## src/rtl/oag_pkg.sv

```systemverilog
package oag_pkg;
   localparam logic [2:0] MODE_INDEXED  = 3'd0;
   localparam logic [2:0] MODE_SYMBOLIC = 3'd1;
   localparam logic [2:0] MODE_ABSOLUTE = 3'd2;
   localparam logic [2:0] MODE_INDIRECT = 3'd3;
   localparam logic [2:0] MODE_AUTOINC  = 3'd4;

   localparam logic [1:0] SIZE_BYTE = 2'd0;
   localparam logic [1:0] SIZE_WORD = 2'd1;
   localparam logic [1:0] SIZE_ADDR = 2'd2;

   typedef struct packed {
      logic rel;      // index added to a base
      logic use_pc;   // base is the program counter
      logic absolute; // base is zero
      logic indirect; // address is the base itself
      logic autoinc;  // base is incremented afterwards
      logic err;      // illegal request
   } oag_dec_t;
endpackage

```

## src/rtl/oag_mode_dec.sv

```systemverilog
module oag_mode_dec
   import oag_pkg::*;
(
   input  logic [2:0] mode_i,
   input  logic       src_op_i,
   input  logic [1:0] size_i,
   output oag_dec_t   dec_o
);
   always_comb begin
      dec_o = '0;
      unique case (mode_i)
         MODE_INDEXED:  dec_o.rel = 1'b1;
         MODE_SYMBOLIC: begin
            dec_o.rel    = 1'b1;
            dec_o.use_pc = 1'b1;
         end
         MODE_ABSOLUTE: begin
            dec_o.rel      = 1'b1;
            dec_o.absolute = 1'b1;
         end
         MODE_INDIRECT: begin
            dec_o.indirect = src_op_i;
            dec_o.err      = !src_op_i;
         end
         MODE_AUTOINC: begin
            dec_o.autoinc = src_op_i && (size_i != 2'd3);
            dec_o.err     = !src_op_i || (size_i == 2'd3);
         end
         default: dec_o.err = 1'b1;
      endcase
   end
endmodule

```

## src/rtl/oag_index_add.sv

```systemverilog
module oag_index_add #(
   parameter int ADDR_W = 20,
   parameter int IDX_W  = 16
) (
   input  logic [ADDR_W-1:0]       base_i,
   input  logic [IDX_W-1:0]        idx_i,
   input  logic [ADDR_W-IDX_W-1:0] ext_i,
   input  logic                    ext_instr_i,
   output logic [ADDR_W-1:0]       sum_o
);
   localparam int EXT_W = ADDR_W - IDX_W;

   generate
      if (EXT_W < 1) begin : g_bad_width
         $error("oag_index_add: ADDR_W must exceed IDX_W");
      end
   endgenerate

   logic [ADDR_W-1:0] idx_sext;
   logic [ADDR_W-1:0] idx_full;
   logic [ADDR_W-1:0] sum_ext;
   logic [ADDR_W-1:0] sum_leg;
   logic [IDX_W-1:0]  sum_low;
   logic              base_in_low;

   assign idx_sext    = {{EXT_W{idx_i[IDX_W-1]}}, idx_i};
   assign idx_full    = {ext_i, idx_i};
   assign sum_ext     = base_i + idx_full;
   assign sum_leg     = base_i + idx_sext;
   assign sum_low     = base_i[IDX_W-1:0] + idx_i;
   assign base_in_low = (base_i[ADDR_W-1:IDX_W] == '0);

   always_comb begin
      if (ext_instr_i)      sum_o = sum_ext;
      else if (base_in_low) sum_o = {{EXT_W{1'b0}}, sum_low};
      else                  sum_o = sum_leg;
   end
endmodule

```

## src/rtl/oag_incr.sv

```systemverilog
module oag_incr
   import oag_pkg::*;
#(
   parameter int ADDR_W = 20
) (
   input  logic [ADDR_W-1:0] base_i,
   input  logic [1:0]        size_i,
   output logic [ADDR_W-1:0] next_o
);
   logic [ADDR_W-1:0] step;

   always_comb begin
      unique case (size_i)
         SIZE_BYTE: step = ADDR_W'(1);
         SIZE_WORD: step = ADDR_W'(2);
         SIZE_ADDR: step = ADDR_W'(4);
         default:   step = '0;
      endcase
   end

   assign next_o = base_i + step;
endmodule

```

## src/rtl/oag_top.sv

```systemverilog
module oag_top
   import oag_pkg::*;
#(
   parameter int ADDR_W = 20,
   parameter int IDX_W  = 16
) (
   input  logic                    clk_i,
   input  logic                    rst_ni,
   input  logic                    req_vld_i,
   input  logic [2:0]              mode_i,
   input  logic                    src_op_i,
   input  logic [1:0]              size_i,
   input  logic                    ext_instr_i,
   input  logic [ADDR_W-1:0]       base_i,
   input  logic [ADDR_W-1:0]       pc_i,
   input  logic [IDX_W-1:0]        idx_i,
   input  logic [ADDR_W-IDX_W-1:0] ext_i,
   output logic                    vld_o,
   output logic [ADDR_W-1:0]       ea_o,
   output logic [ADDR_W-1:0]       base_wb_o,
   output logic                    wb_en_o,
   output logic                    err_o
);
   oag_dec_t          dec;
   logic [ADDR_W-1:0] add_base;
   logic [ADDR_W-1:0] add_sum;
   logic [ADDR_W-1:0] inc_val;
   logic [ADDR_W-1:0] ea_nxt;
   logic [ADDR_W-1:0] wb_nxt;

   oag_mode_dec u_dec (
      .mode_i   (mode_i),
      .src_op_i (src_op_i),
      .size_i   (size_i),
      .dec_o    (dec)
   );

   always_comb begin
      if (dec.absolute)    add_base = '0;
      else if (dec.use_pc) add_base = pc_i;
      else                 add_base = base_i;
   end

   oag_index_add #(.ADDR_W(ADDR_W), .IDX_W(IDX_W)) u_add (
      .base_i      (add_base),
      .idx_i       (idx_i),
      .ext_i       (ext_i),
      .ext_instr_i (ext_instr_i),
      .sum_o       (add_sum)
   );

   oag_incr #(.ADDR_W(ADDR_W)) u_inc (
      .base_i (base_i),
      .size_i (size_i),
      .next_o (inc_val)
   );

   always_comb begin
      if (dec.err)                         ea_nxt = '0;
      else if (dec.indirect | dec.autoinc) ea_nxt = base_i;
      else                                 ea_nxt = add_sum;
      wb_nxt = dec.autoinc ? inc_val : base_i;
   end

   always_ff @(posedge clk_i or negedge rst_ni) begin
      if (!rst_ni) begin
         vld_o     <= 1'b0;
         ea_o      <= '0;
         base_wb_o <= '0;
         wb_en_o   <= 1'b0;
         err_o     <= 1'b0;
      end else begin
         vld_o <= req_vld_i;
         if (req_vld_i) begin
            ea_o      <= ea_nxt;
            base_wb_o <= wb_nxt;
            wb_en_o   <= dec.autoinc;
            err_o     <= dec.err;
         end
      end
   end
endmodule

```

## config.mk

```make
export PLATFORM = sky130hd
export DESIGN_NAME = oag_top
export DESIGN_NICKNAME = d
export VERILOG_FILES = /design/src/rtl/oag_pkg.sv /design/src/rtl/oag_mode_dec.sv /design/src/rtl/oag_index_add.sv /design/src/rtl/oag_incr.sv /design/src/rtl/oag_top.sv
export SDC_FILE = /design/constraint.sdc
export NUM_CORES = 1
export LEC_CHECK = 0
export ABC_AREA = 0
export CORE_ASPECT_RATIO = 1.2
export CORE_MARGIN = 4
export CORE_UTILIZATION = 54
export CTS_CLUSTER_SIZE = 30
export DETAILED_ROUTE_END_ITERATION = 8
export PLACE_DENSITY = 0.93
export SETUP_SLACK_MARGIN = 0.4
export SYNTH_ARGS = -nofsm -noshare
export SYNTH_HDL_FRONTEND = slang
export SYNTH_HIERARCHICAL = 1
export SYNTH_SLANG_ARGS = --single-unit
```

## constraint.sdc

```tcl
create_clock -name clk_i -period 2.2 [get_ports clk_i]
set_input_delay 0.22 -clock clk_i [delete_from_list [all_inputs] [get_ports clk_i]]
set_output_delay 0.22 -clock clk_i [all_outputs]
set_load 0.03 [all_outputs]
```

==> run metrics, run 1 <==
effective utilization at floorplan 0.5676; placed cell areas 6262 µm²; chip width 88.52 µm; placed wire-length estimate after detailed placement 12910 µm; Num Clock Sinks 43; Synthesis Warnings 6; level count of the clock H-tree 2; Placement Rows 34; worst endpoint kind after the last repair register data pin; outcome stopped before the end; Placer Congestion 1.006; Run Error [ERROR GRT-0232] Routing congestion too high. Check the congestion heatmap in the GUI.; Vert. Die Dim 104.6 µm; Synthesized Nets 587; post-synthesis instance area 4202 µm²; Mapped Cells 490; Congestion Overflow GR 530; I/O pin total 113; worst setup endpoint after the global-route repair_timing ea_o[16]$_DFFE_PN0P_/D; number of CTS-inserted buffers 5; Fail Step global routing; count of port buffers added during placement 112; CTS root buf clkbuf_8; Overall Global Routing Usage 0.8873; Max Buffers Root-to-Sink 2; pin count of the biggest net entering global routing 44; Mapped Avg Cell Area 8.575 µm²
repair_timing:
item | CTS
hold buffers | 0
setup endpoints to repair | 40
setup buffers | 14
pin swaps | 32
resized for setup | 78
routing by layer:
layer,GRT overflow,track usage
met3,6,0.6551
met2,378,1.129
met4,144,1.003
met1,2,0.8226
met5,0,0.1307
per-stage QoR:
stage          std cells  utilization  hold WS, ns  setup WS, ns
2_1_floorplan        490            -     -0.07559       -0.5658
3_3_place_gp         776       0.8460       0.4223        -1.125
3_5_place_dp         776       0.8460       0.4409        -1.390
4_1_cts              798       0.8976       0.1063       -0.6926
==> run 2: changes to the inputs <==
Settings changed: CORE_ASPECT_RATIO 1.2 to default, CORE_UTILIZATION 54 to 40, CTS_CLUSTER_SIZE 30 to default, PLACE_DENSITY 0.93 to default, PLACE_DENSITY_LB_ADDON from default to 0.15, SETUP_SLACK_MARGIN 0.4 to default.
==> run 2 against run 1 <==
Effect of this change:
- the flow now finishes, with violations (negative setup slack)
- synthesized cell count stayed put
- area after synthesis unchanged
==> run metrics, run 2 <==
outcome finished with violations; violations in the final reports negative setup slack; level count of the clock H-tree 2; number of fillers in the final layout 900; Mapped Avg Cell Area 8.575 µm²; net load switching power 1.283 mW; final hold vios 0; post-route insts no fill 843; Placer Congestion 0.9518; unrepaired setup endpoints after global routing yes; worst flop-to-flop path startpoint wb_en_o; antenna diode count 0; Synthesized Nets 587; Congestion Overflow GR 0; Vert. Die Dim 110.5 µm; power share of the combinational group 0.527; final setup violating endpoints 15; Period Utilization, post-route 1.299; total count of max-transition violations in the final report 0; clock tree skew after final layout 0 ns; number of vias in the routed layout 4482; Num Clock Sinks 43; Total Wirelength 14100 µm; number of design-rule violations left by the first detailed-router iteration 251; number of iterations in the first detailed-routing pass 6; hold depth 2; accumulated negative setup slack -5.576 ns; Placement Rows 37; largest registers base_wb_o x20, ea_o x20; Overall Global Routing Usage 0.2267; path class of the lowest-slack min-delay path primary input to register; DP Cell Count 822; DR vias/cell 5.317; Critical Path Sink Type register; antenna-violating nets left 0; top fanout value on the critical path 5; clock tree from TritonCTS built; final worst path period need 2.858 ns; Mapped Cells 490; number of CTS-inserted buffers 5; Power, Total 3.401 mW; category of the worst setup path launch point primary input; destination of the worst hold path base_wb_o[1]; Die Footprint 12210 µm²; wire length of the first global-routing pass 23040 µm; leakage power summed over all cells 2.940 nW; area growth from synthesis to layout 57.21%; Net count, final 803; Synthesis Warnings 6; Power per Cell Area 514.9 nW/µm²; Reg clk slew, reported paths 0.09 ns; data required time at the worst endpoint 2.37 ns; pin count of the biggest net entering global routing 44; Crit Path Category primary input to register; startpoint of the lowest-slack hold path req_vld_i; wire length per cell 16.73 µm; arrival time worst endpoint 3.03 ns; DRC violations left 0; r2r setup slk 1.46 ns; leading cell type in the layout, fill and taps excluded buf_4; Max Cap Viol 0; chip width 110.5 µm; worst max-slew margin expressed relative to the limit 0.6620; transition time of the tightest slew-check pin 0.5051 ns; Int Power 2.118 mW; fraction of layout instances using a drive strength above 1 0.2588; fraction of power consumed by the clock network 0.194; Max IR drop VDD 0.0002444 V; count of port buffers added during placement 112; Max Buffers Root-to-Sink 2; placed wire-length estimate after detailed placement 11330 µm; post-synthesis instance area 4202 µm²; setup slack after layout -0.6579 ns; sequential group share of total power 0.278; logic depth of the worst register-to-register path 1; Switching Fraction 0.3772; Core ar. 10280 µm²; worst skew pair latency 0.30 ns; top library cells by usage in the layout, fill and taps aside buf_4, clkdlybuf4s50_1, nor2_1; antenna violations before repair 0; CTS root buf clkbuf_8; Achievable Freq 0.3499 GHz; effective utilization at floorplan 0.4088; I/O pin total 113; vias in the first global route 4501; Hold Worst Slack 0.3843 ns; capture point of the worst reg-to-reg path wb_en_o
## run 2: area by class of cell
class                   instances  area [µm²]  area share
clock inverters                 2       35.03    0.005304
flip-flops and latches         43        1076      0.1629
inverters                      36       135.1     0.02046
repair buffers                232        2100      0.3179
well taps                     136       170.2     0.02576
clock buffers                   6       82.58     0.01250
multi-input cells             388        3007      0.4552
## run 2: power by group through the flow
stage	clock (mW)	sequential [mW]	combinational (mW)
after CTS	0.671	0.947	1.75
after global placement	0	0.960	1.69
after floorplan	0	1.15	0.719
after global routing	0.705	0.960	1.93
final	0.661	0.947	1.79
after detailed placement	0	0.961	1.71
## run 2: per-layer routing
layer  vias up  global-route usage  part of all wire
met5         -                   0                 0
met4         0             0.03448            0.0060
met3         5             0.02411             0.051
met2       118              0.3831              0.49
met1      2164              0.3186              0.45
li1       2195                   -                 -
## run 2: how the worst max path moves through the flow
stage / startpoint / to / slack (ns) / cells past startpoint
3_3_place_gp: mode_i[2] / ea_o[16] / -1.30 / 15
5_1_grt: mode_i[1] / ea_o[16] / -0.82 / 16
3_5_place_dp: mode_i[0] / ea_o[18] / -1.41 / 13
4_1_cts: mode_i[1] / ea_o[16] / -0.66 / 16
2_1_floorplan: mode_i[2] / ea_o[18] / -0.57 / 15
6_report: mode_i[1] / ea_o[18] / -0.66 / 17
## run 2: worst max-delay path, cell delays in order
cell	delay, ns
buf_8	0.10
nor3b_4	0.19
buf_6	0.15
mux2i_1	0.07
nor2_1	0.10
ha_2	0.20
inv_2	0.04
fa_2	0.33
and2b_2	0.26
o31ai_4	0.07
a211o_4	0.38
buf_4	0.15
a211oi_2	0.22
a21oi_1	0.07
a211o_1	0.24
mux2i_1	0.15
o22ai_1	0.09
## run 2: timing repair
action | 4_1_cts | 5_1_grt
setup endpoints to repair | 26 | 21
hold endpoints to repair | 43 | 0
hold buffers | 1 | 0
pin swaps | 16 | 19
resized for setup | 35 | 22
buffers inserted | 6 | 6
## run 2: per-stage QoR
step	worst slack, ns	instance area (µm²)	utilization
finish	-0.6579	6605	0.6427
global route	-0.8177	6605	0.6427
CTS	-0.6574	6476	0.6301
detailed placement	-1.411	6254	0.6085
global placement	-1.303	6254	0.6085
floorplan	-0.5662	4245	-
Note: power is estimated with default switching activity, not from simulation.
==> run 3: changes to the inputs <==
Settings changed: RECOVER_POWER from default to 100.
==> run 3 against run 2 <==
Effect of this change:
- sequential share of layout area grew 0.17 points
- power fell by 1.7%
- flip-flop and latch count stayed put
- count of clock-buffer cells in the layout unchanged
- the run still ends with negative setup slack left
- critical endpoint unchanged
- sequential power is 0.5% lower
- fmax up 0.32%
==> run metrics, run 3 (synthesis gave the netlist of run 2 again) <==
antenna diode count 0; chip width 110.5 µm; power share of the combinational group 0.523; Max Cap Viol 0; post-route insts no fill 843; transition time of the tightest slew-check pin 1.139 ns; capture point of the worst reg-to-reg path wb_en_o; Congestion Overflow GR 0; Period Utilization, post-route 1.295; DR vias/cell 5.269; clock tree skew after final layout 0 ns; number of vias in the routed layout 4442; DP Cell Count 822; Overall Global Routing Usage 0.2267; sequential group share of total power 0.282; violations in the final reports negative setup slack; number of fillers in the final layout 912; Most Frequent Cell on Critical Path mux2i_1; Crit Path Category primary input to register; wire length per cell 16.74 µm; category of the worst setup path launch point primary input; vias in the first global route 4501; Core ar. 10280 µm²; critical path cell sequence buf_8, nor3b_4, buf_6, mux2i_1, nor2_1, ha_2, inv_2, fa_2, and2b_2, o31ai_4, a211o_4, buf_4, a211oi_2, a21oi_1, a211o_1, mux2i_1, o22ai_1; Achievable Freq 0.3510 GHz; final hold vios 0; Vert. Die Dim 110.5 µm; top library cells by usage in the layout, fill and taps aside buf_4, nor2_1, mux2i_1; Hold Worst Slack 0.3902 ns; DRC violations left 0; area growth from synthesis to layout 55.57%; antenna violations before repair 0; worst skew pair latency 0.30 ns; leading cell type in the layout, fill and taps excluded buf_4; Critical path buffers and inverters 4; data required time at the worst endpoint 2.37 ns; Die Footprint 12210 µm²; Max Buffers Root-to-Sink 2; total count of max-transition violations in the final report 0; top fanout value on the critical path 5; clock tree from TritonCTS built; Reg clk slew, reported paths 0.08 ns; Power per Cell Area 511.5 nW/µm²; setup slack after layout -0.6488 ns; fraction of power consumed by the clock network 0.196; number of design-rule violations left by the first detailed-router iteration 248; logic depth of the worst register-to-register path 1; pin count of the biggest net entering global routing 44; CTS root buf clkbuf_8; leakage power summed over all cells 2.950 nW; Slowest Stage Delay on Critical Path 0.38 ns; unrepaired setup endpoints after global routing yes; Switching Fraction 0.3793; arrival time worst endpoint 3.02 ns; Placer Congestion 0.9518; hold depth 4; outcome finished with violations; antenna-violating nets left 0; startpoint of the lowest-slack hold path base_i[0]; Num Clock Sinks 43; Net count, final 803; effective utilization at floorplan 0.4088; library cell contributing the largest single delay on the critical path a211o_4; Placement Rows 37; worst flop-to-flop path startpoint wb_en_o; r2r setup slk 1.47 ns; Int Power 2.075 mW; Total Wirelength 14110 µm; final setup violating endpoints 15; accumulated negative setup slack -5.594 ns; Max IR drop VDD 0.0002428 V; worst max-slew margin expressed relative to the limit 0.2405; number of iterations in the first detailed-routing pass 5; number of CTS-inserted buffers 5; wire length of the first global-routing pass 23040 µm; area occupied by registers 1076 µm²; net load switching power 1.268 mW; I/O pin total 113; placed wire-length estimate after detailed placement 11330 µm; fraction of layout instances using a drive strength above 1 0.2518; Critical Path Stages 17; destination of the worst hold path ea_o[0]; worst slack at placement -1.411 ns; largest registers base_wb_o x20, ea_o x20; largest delay contributor family on the critical path compound AO/OA/AOI/OAI gates; Critical Path Sink Type register; level count of the clock H-tree 2; path class of the lowest-slack min-delay path primary input to register; multi-input combinational cell area 2977 µm²; count of port buffers added during placement 112; final worst path period need 2.849 ns
[run 3: power by group through the flow]
stage	Combinational [mW]	Sequential [mW]	Clock [mW]
after global placement	1.69	0.960	0
after detailed placement	1.71	0.961	0
after CTS	1.75	0.947	0.671
final	1.75	0.942	0.654
after floorplan	0.719	1.15	0
after global routing	1.89	0.955	0.705
[run 3: how the worst max path moves through the flow]
stage              start        to  slack (ns)
2_1_floorplan  mode_i[2]  ea_o[18]       -0.57
3_3_place_gp   mode_i[2]  ea_o[16]       -1.30
3_5_place_dp   mode_i[0]  ea_o[18]       -1.41
4_1_cts        mode_i[1]  ea_o[16]       -0.66
5_1_grt        mode_i[1]  ea_o[16]       -0.82
6_report       mode_i[1]  ea_o[18]       -0.65
[run 3: final cells by class]
class	instances	area share
well taps	136	0.02603
inverters	36	0.02067
multi-input cells	388	0.4554
flip-flops and latches	43	0.1646
repair buffers	232	0.3153
clock inverters	2	0.005360
clock buffers	6	0.01263
[run 3: metal layers]
| metal | GRT usage | up-vias | wire [µm] |
|---|---|---|---|
| met4 | 0.03448 | 0 | 125 |
| met5 | 0 | - | 0 |
| met3 | 0.02411 | 9 | 627 |
| met2 | 0.3831 | 108 | 6852 |
| met1 | 0.3186 | 2130 | 6504 |
| li1 | - | 2195 | - |
[run 3: repair_timing]
item,4_1_cts,5_1_grt
pin swaps,16,19
hold buffers,1,0
setup buffers,6,6
resized for setup,35,22
hold endpoints to repair,43,0
endpoints found under the setup margin,26,21
[run 3: stage by stage]
step                      instance area, µm²    util  power [mW]
after floorplan                         4245       -       1.865
after global placement                  6254  0.6085       2.651
after detailed placement                6254  0.6085       2.676
after CTS                               6476  0.6301       3.367
after global routing                    6536  0.6360       3.547
final                                   6536  0.6360       3.343
==> run 4: changes to the inputs <==
Settings changed: CELL_PAD_IN_SITES_DETAIL_PLACEMENT from default to 0, CELL_PAD_IN_SITES_GLOBAL_PLACEMENT from default to 1, CORE_UTILIZATION 40 to 37, CTS_CLUSTER_DIAMETER from default to 40, SYNTH_HIERARCHICAL 1 to default.
==> run 4 against run 3 <==
Effect of this change:
- register-to-register slack hardly changed
- global-route usage is 0.53 points higher
- area after synthesis is 8.3% lower
- the flow still finishes with violations (negative setup slack)
- die area is 0.85% lower
- first-iteration DRC count is 2.8% higher
- synthesized cell count is 2.2% higher
- final area is 2.5% lower
- fmax is 3.4% higher
==> run metrics, run 4 <==
arrival time worst endpoint 2.97 ns; adder-cell share of the synthesized area 0.09162; leading cell type in the layout, fill and taps excluded buf_4; logic depth of the worst register-to-register path 1; area growth from synthesis to layout 65.46%; top library cells by usage in the layout, fill and taps aside buf_4, nand2_1, clkdlybuf4s50_1; Hold Worst Slack 0.2037 ns; CTS root buf clkbuf_8; chip width 110.0 µm; Post-synth top flop dfrtp_1; number of storage elements in the synthesis netlist 43; fraction of the mapped netlist area in simple logic gates 0.2277; outcome finished with violations; Total Wirelength 13640 µm; destination of the worst hold path vld_o; violations in the final reports negative setup slack; Crit Path Category primary input to register; number of design-rule violations left by the first detailed-router iteration 255; DR vias/cell 5.079; Max Cap Viol 0; compound-gate portion of the synthesized area 0.2359; fraction of layout instances using a drive strength above 1 0.2740; Crit. Startpoint mode_i[2]; antenna violations before repair 0; Net count, final 826; final hold vios 0; Placement Rows 36; DRC violations left 0; total count of max-transition violations in the final report 0; vias in the first global route 4434; largest family of logic cells by synthesized area compound AO/OA/AOI/OAI gates; Mapped Cells 501; accumulated negative setup slack -4.351 ns; wire length of the first global-routing pass 22040 µm; Power per Cell Area 512.0 nW/µm²; biggest area contributors in the synthesized netlist dfrtp_1, a21oi_1, ha_1; Synthesized Nets 598; category of the worst setup path launch point primary input; Critical Path Sink Type register; Max IR drop VDD 0.0002444 V; top cell type's share of synthesized area 0.2794; leakage power summed over all cells 2.908 nW; worst skew pair latency 0.29 ns; largest registers base_wb_o x20, ea_o x20; setup slack after layout -0.5559 ns; Power, Total 3.263 mW; wire length per cell 15.81 µm; clock tree skew after final layout 0 ns; worst max-slew margin expressed relative to the limit 0.3086; Placer Congestion 0.9126; number of CTS-inserted buffers 5; cell types with the highest counts after synthesis nand2_1, a21oi_1, nor2_1; number of enable flip-flop cells after synthesis 0; Core ar. 9955 µm²; top fanout value on the critical path 8; r2r setup slk 1.46 ns; data required time at the worst endpoint 2.42 ns; antenna diode count 0; sequential cell area fraction in the yosys report 0.2794; Period Utilization, post-route 1.253; final worst path period need 2.756 ns; placed wire-length estimate after detailed placement 11040 µm; Vert. Die Dim 110.0 µm; mux cell area share after synthesis 0.03411; final setup violating endpoints 16; I/O pin total 113; Num Clock Sinks 43; Synthesis Warnings 0; number of vias in the routed layout 4383; Achievable Freq 0.3629 GHz; hold depth 1; post-synthesis instance area 3851 µm²; Max Buffers Root-to-Sink 2; pin count of the biggest net entering global routing 55; worst flop-to-flop path startpoint err_o; Synth area leader dfrtp_1; Synth Area in XOR/XNOR 0.07732; number of iterations in the first detailed-routing pass 5; capture point of the worst reg-to-reg path err_o; startpoint of the lowest-slack hold path req_vld_i; Die Footprint 12100 µm²; transition time of the tightest slew-check pin 1.037 ns; Reg clk slew, reported paths 0.08 ns; unrepaired setup endpoints after global routing yes; level count of the clock H-tree 2; count of port buffers added during placement 112; path class of the lowest-slack min-delay path primary input to register; antenna-violating nets left 0; Overall Global Routing Usage 0.2319; most instantiated library cell after synthesis nand2_1; clock tree from TritonCTS built; Mapped Avg Cell Area 7.687 µm²; fraction of registers with async set/reset 1.000; Congestion Overflow GR 0; effective utilization at floorplan 0.3869; synth unique cells 55
## run 4: area by class of cell
| type | instances | area (µm²) |
|---|---|---|
| Clock buffer | 6 | 72.57 |
| Clock inverter | 2 | 12.51 |
| Fill cell | 887 | 3582 |
| Inverter | 26 | 97.59 |
| Multi-Input combinational cell | 404 | 2766 |
| Sequential cell | 43 | 1076 |
| Tap cell | 133 | 166.4 |
| Timing Repair Buffer | 249 | 2181 |
## run 4: timing repair
action | 4_1_cts | 5_1_grt
hold buffers | 1 | 0
gates cloned | 0 | 0
resized for setup | 47 | 27
endpoints found under the setup margin | 25 | 22
hold endpoints to repair | 17 | 0
pin swaps | 36 | 20
setup buffers | 17 | 5
## run 4: how the worst max path moves through the flow
stage               endpoint  depth (start not counted)
floorplan           ea_o[16]                         15
global placement    ea_o[18]                         15
detailed placement  ea_o[16]                         14
CTS                 ea_o[16]                         15
global route        ea_o[18]                         19
finish              ea_o[18]                         17
## run 4: stage by stage
| stage | worst slack [ns] | cells | instance area, µm² | utilization |
|---|---|---|---|---|
| 5_1_grt | -0.7021 | 863 | 6372 | 0.6401 |
| 2_1_floorplan | -0.9708 | 501 | 3995 | - |
| 3_5_place_dp | -1.415 | 832 | 5966 | 0.5993 |
| 3_3_place_gp | -1.355 | 832 | 5966 | 0.5993 |
| 4_1_cts | -0.6400 | 858 | 6264 | 0.6292 |
| 6_report | -0.5559 | 863 | 6372 | 0.6401 |
## run 4: routing by layer
metal,vias to the layer above,part of all wire,track usage
li1,2224,-,-
met1,2026,0.47,0.3341
met2,115,0.46,0.3756
met3,18,0.051,0.01631
met4,0,0.016,0.06055
met5,-,0,0
## run 4: kinds of logic after synthesis
| family | Yosys count |
|---|---|
| simple gates | 190 |
| compound gates | 140 |
| buf+inv | 54 |
| flops | 43 |
| xor+xnor | 34 |
| fa+ha+maj | 27 |
| mux | 13 |
## run 4: critical path, cell delays in order
cell      delay, ns
buf_8          0.10
buf_6          0.11
nor3b_4        0.30
buf_6          0.16
buf_12         0.12
a21oi_2        0.04
ha_1           0.31
a211oi_2       0.28
o211ai_2       0.13
a221oi_4       0.31
o21ai_4        0.11
a31oi_4        0.23
buf_6          0.13
buf_4          0.09
mux2i_1        0.17
o21ai_1        0.08
o211ai_1       0.08
## run 4: power breakdown
part	leakage (nW)	switching [mW]	internal, mW
registers	0.518	0.0661	0.895
logic	2.35	0.930	0.869
clock network	0.0412	0.280	0.222
total	2.91	1.28	1.99
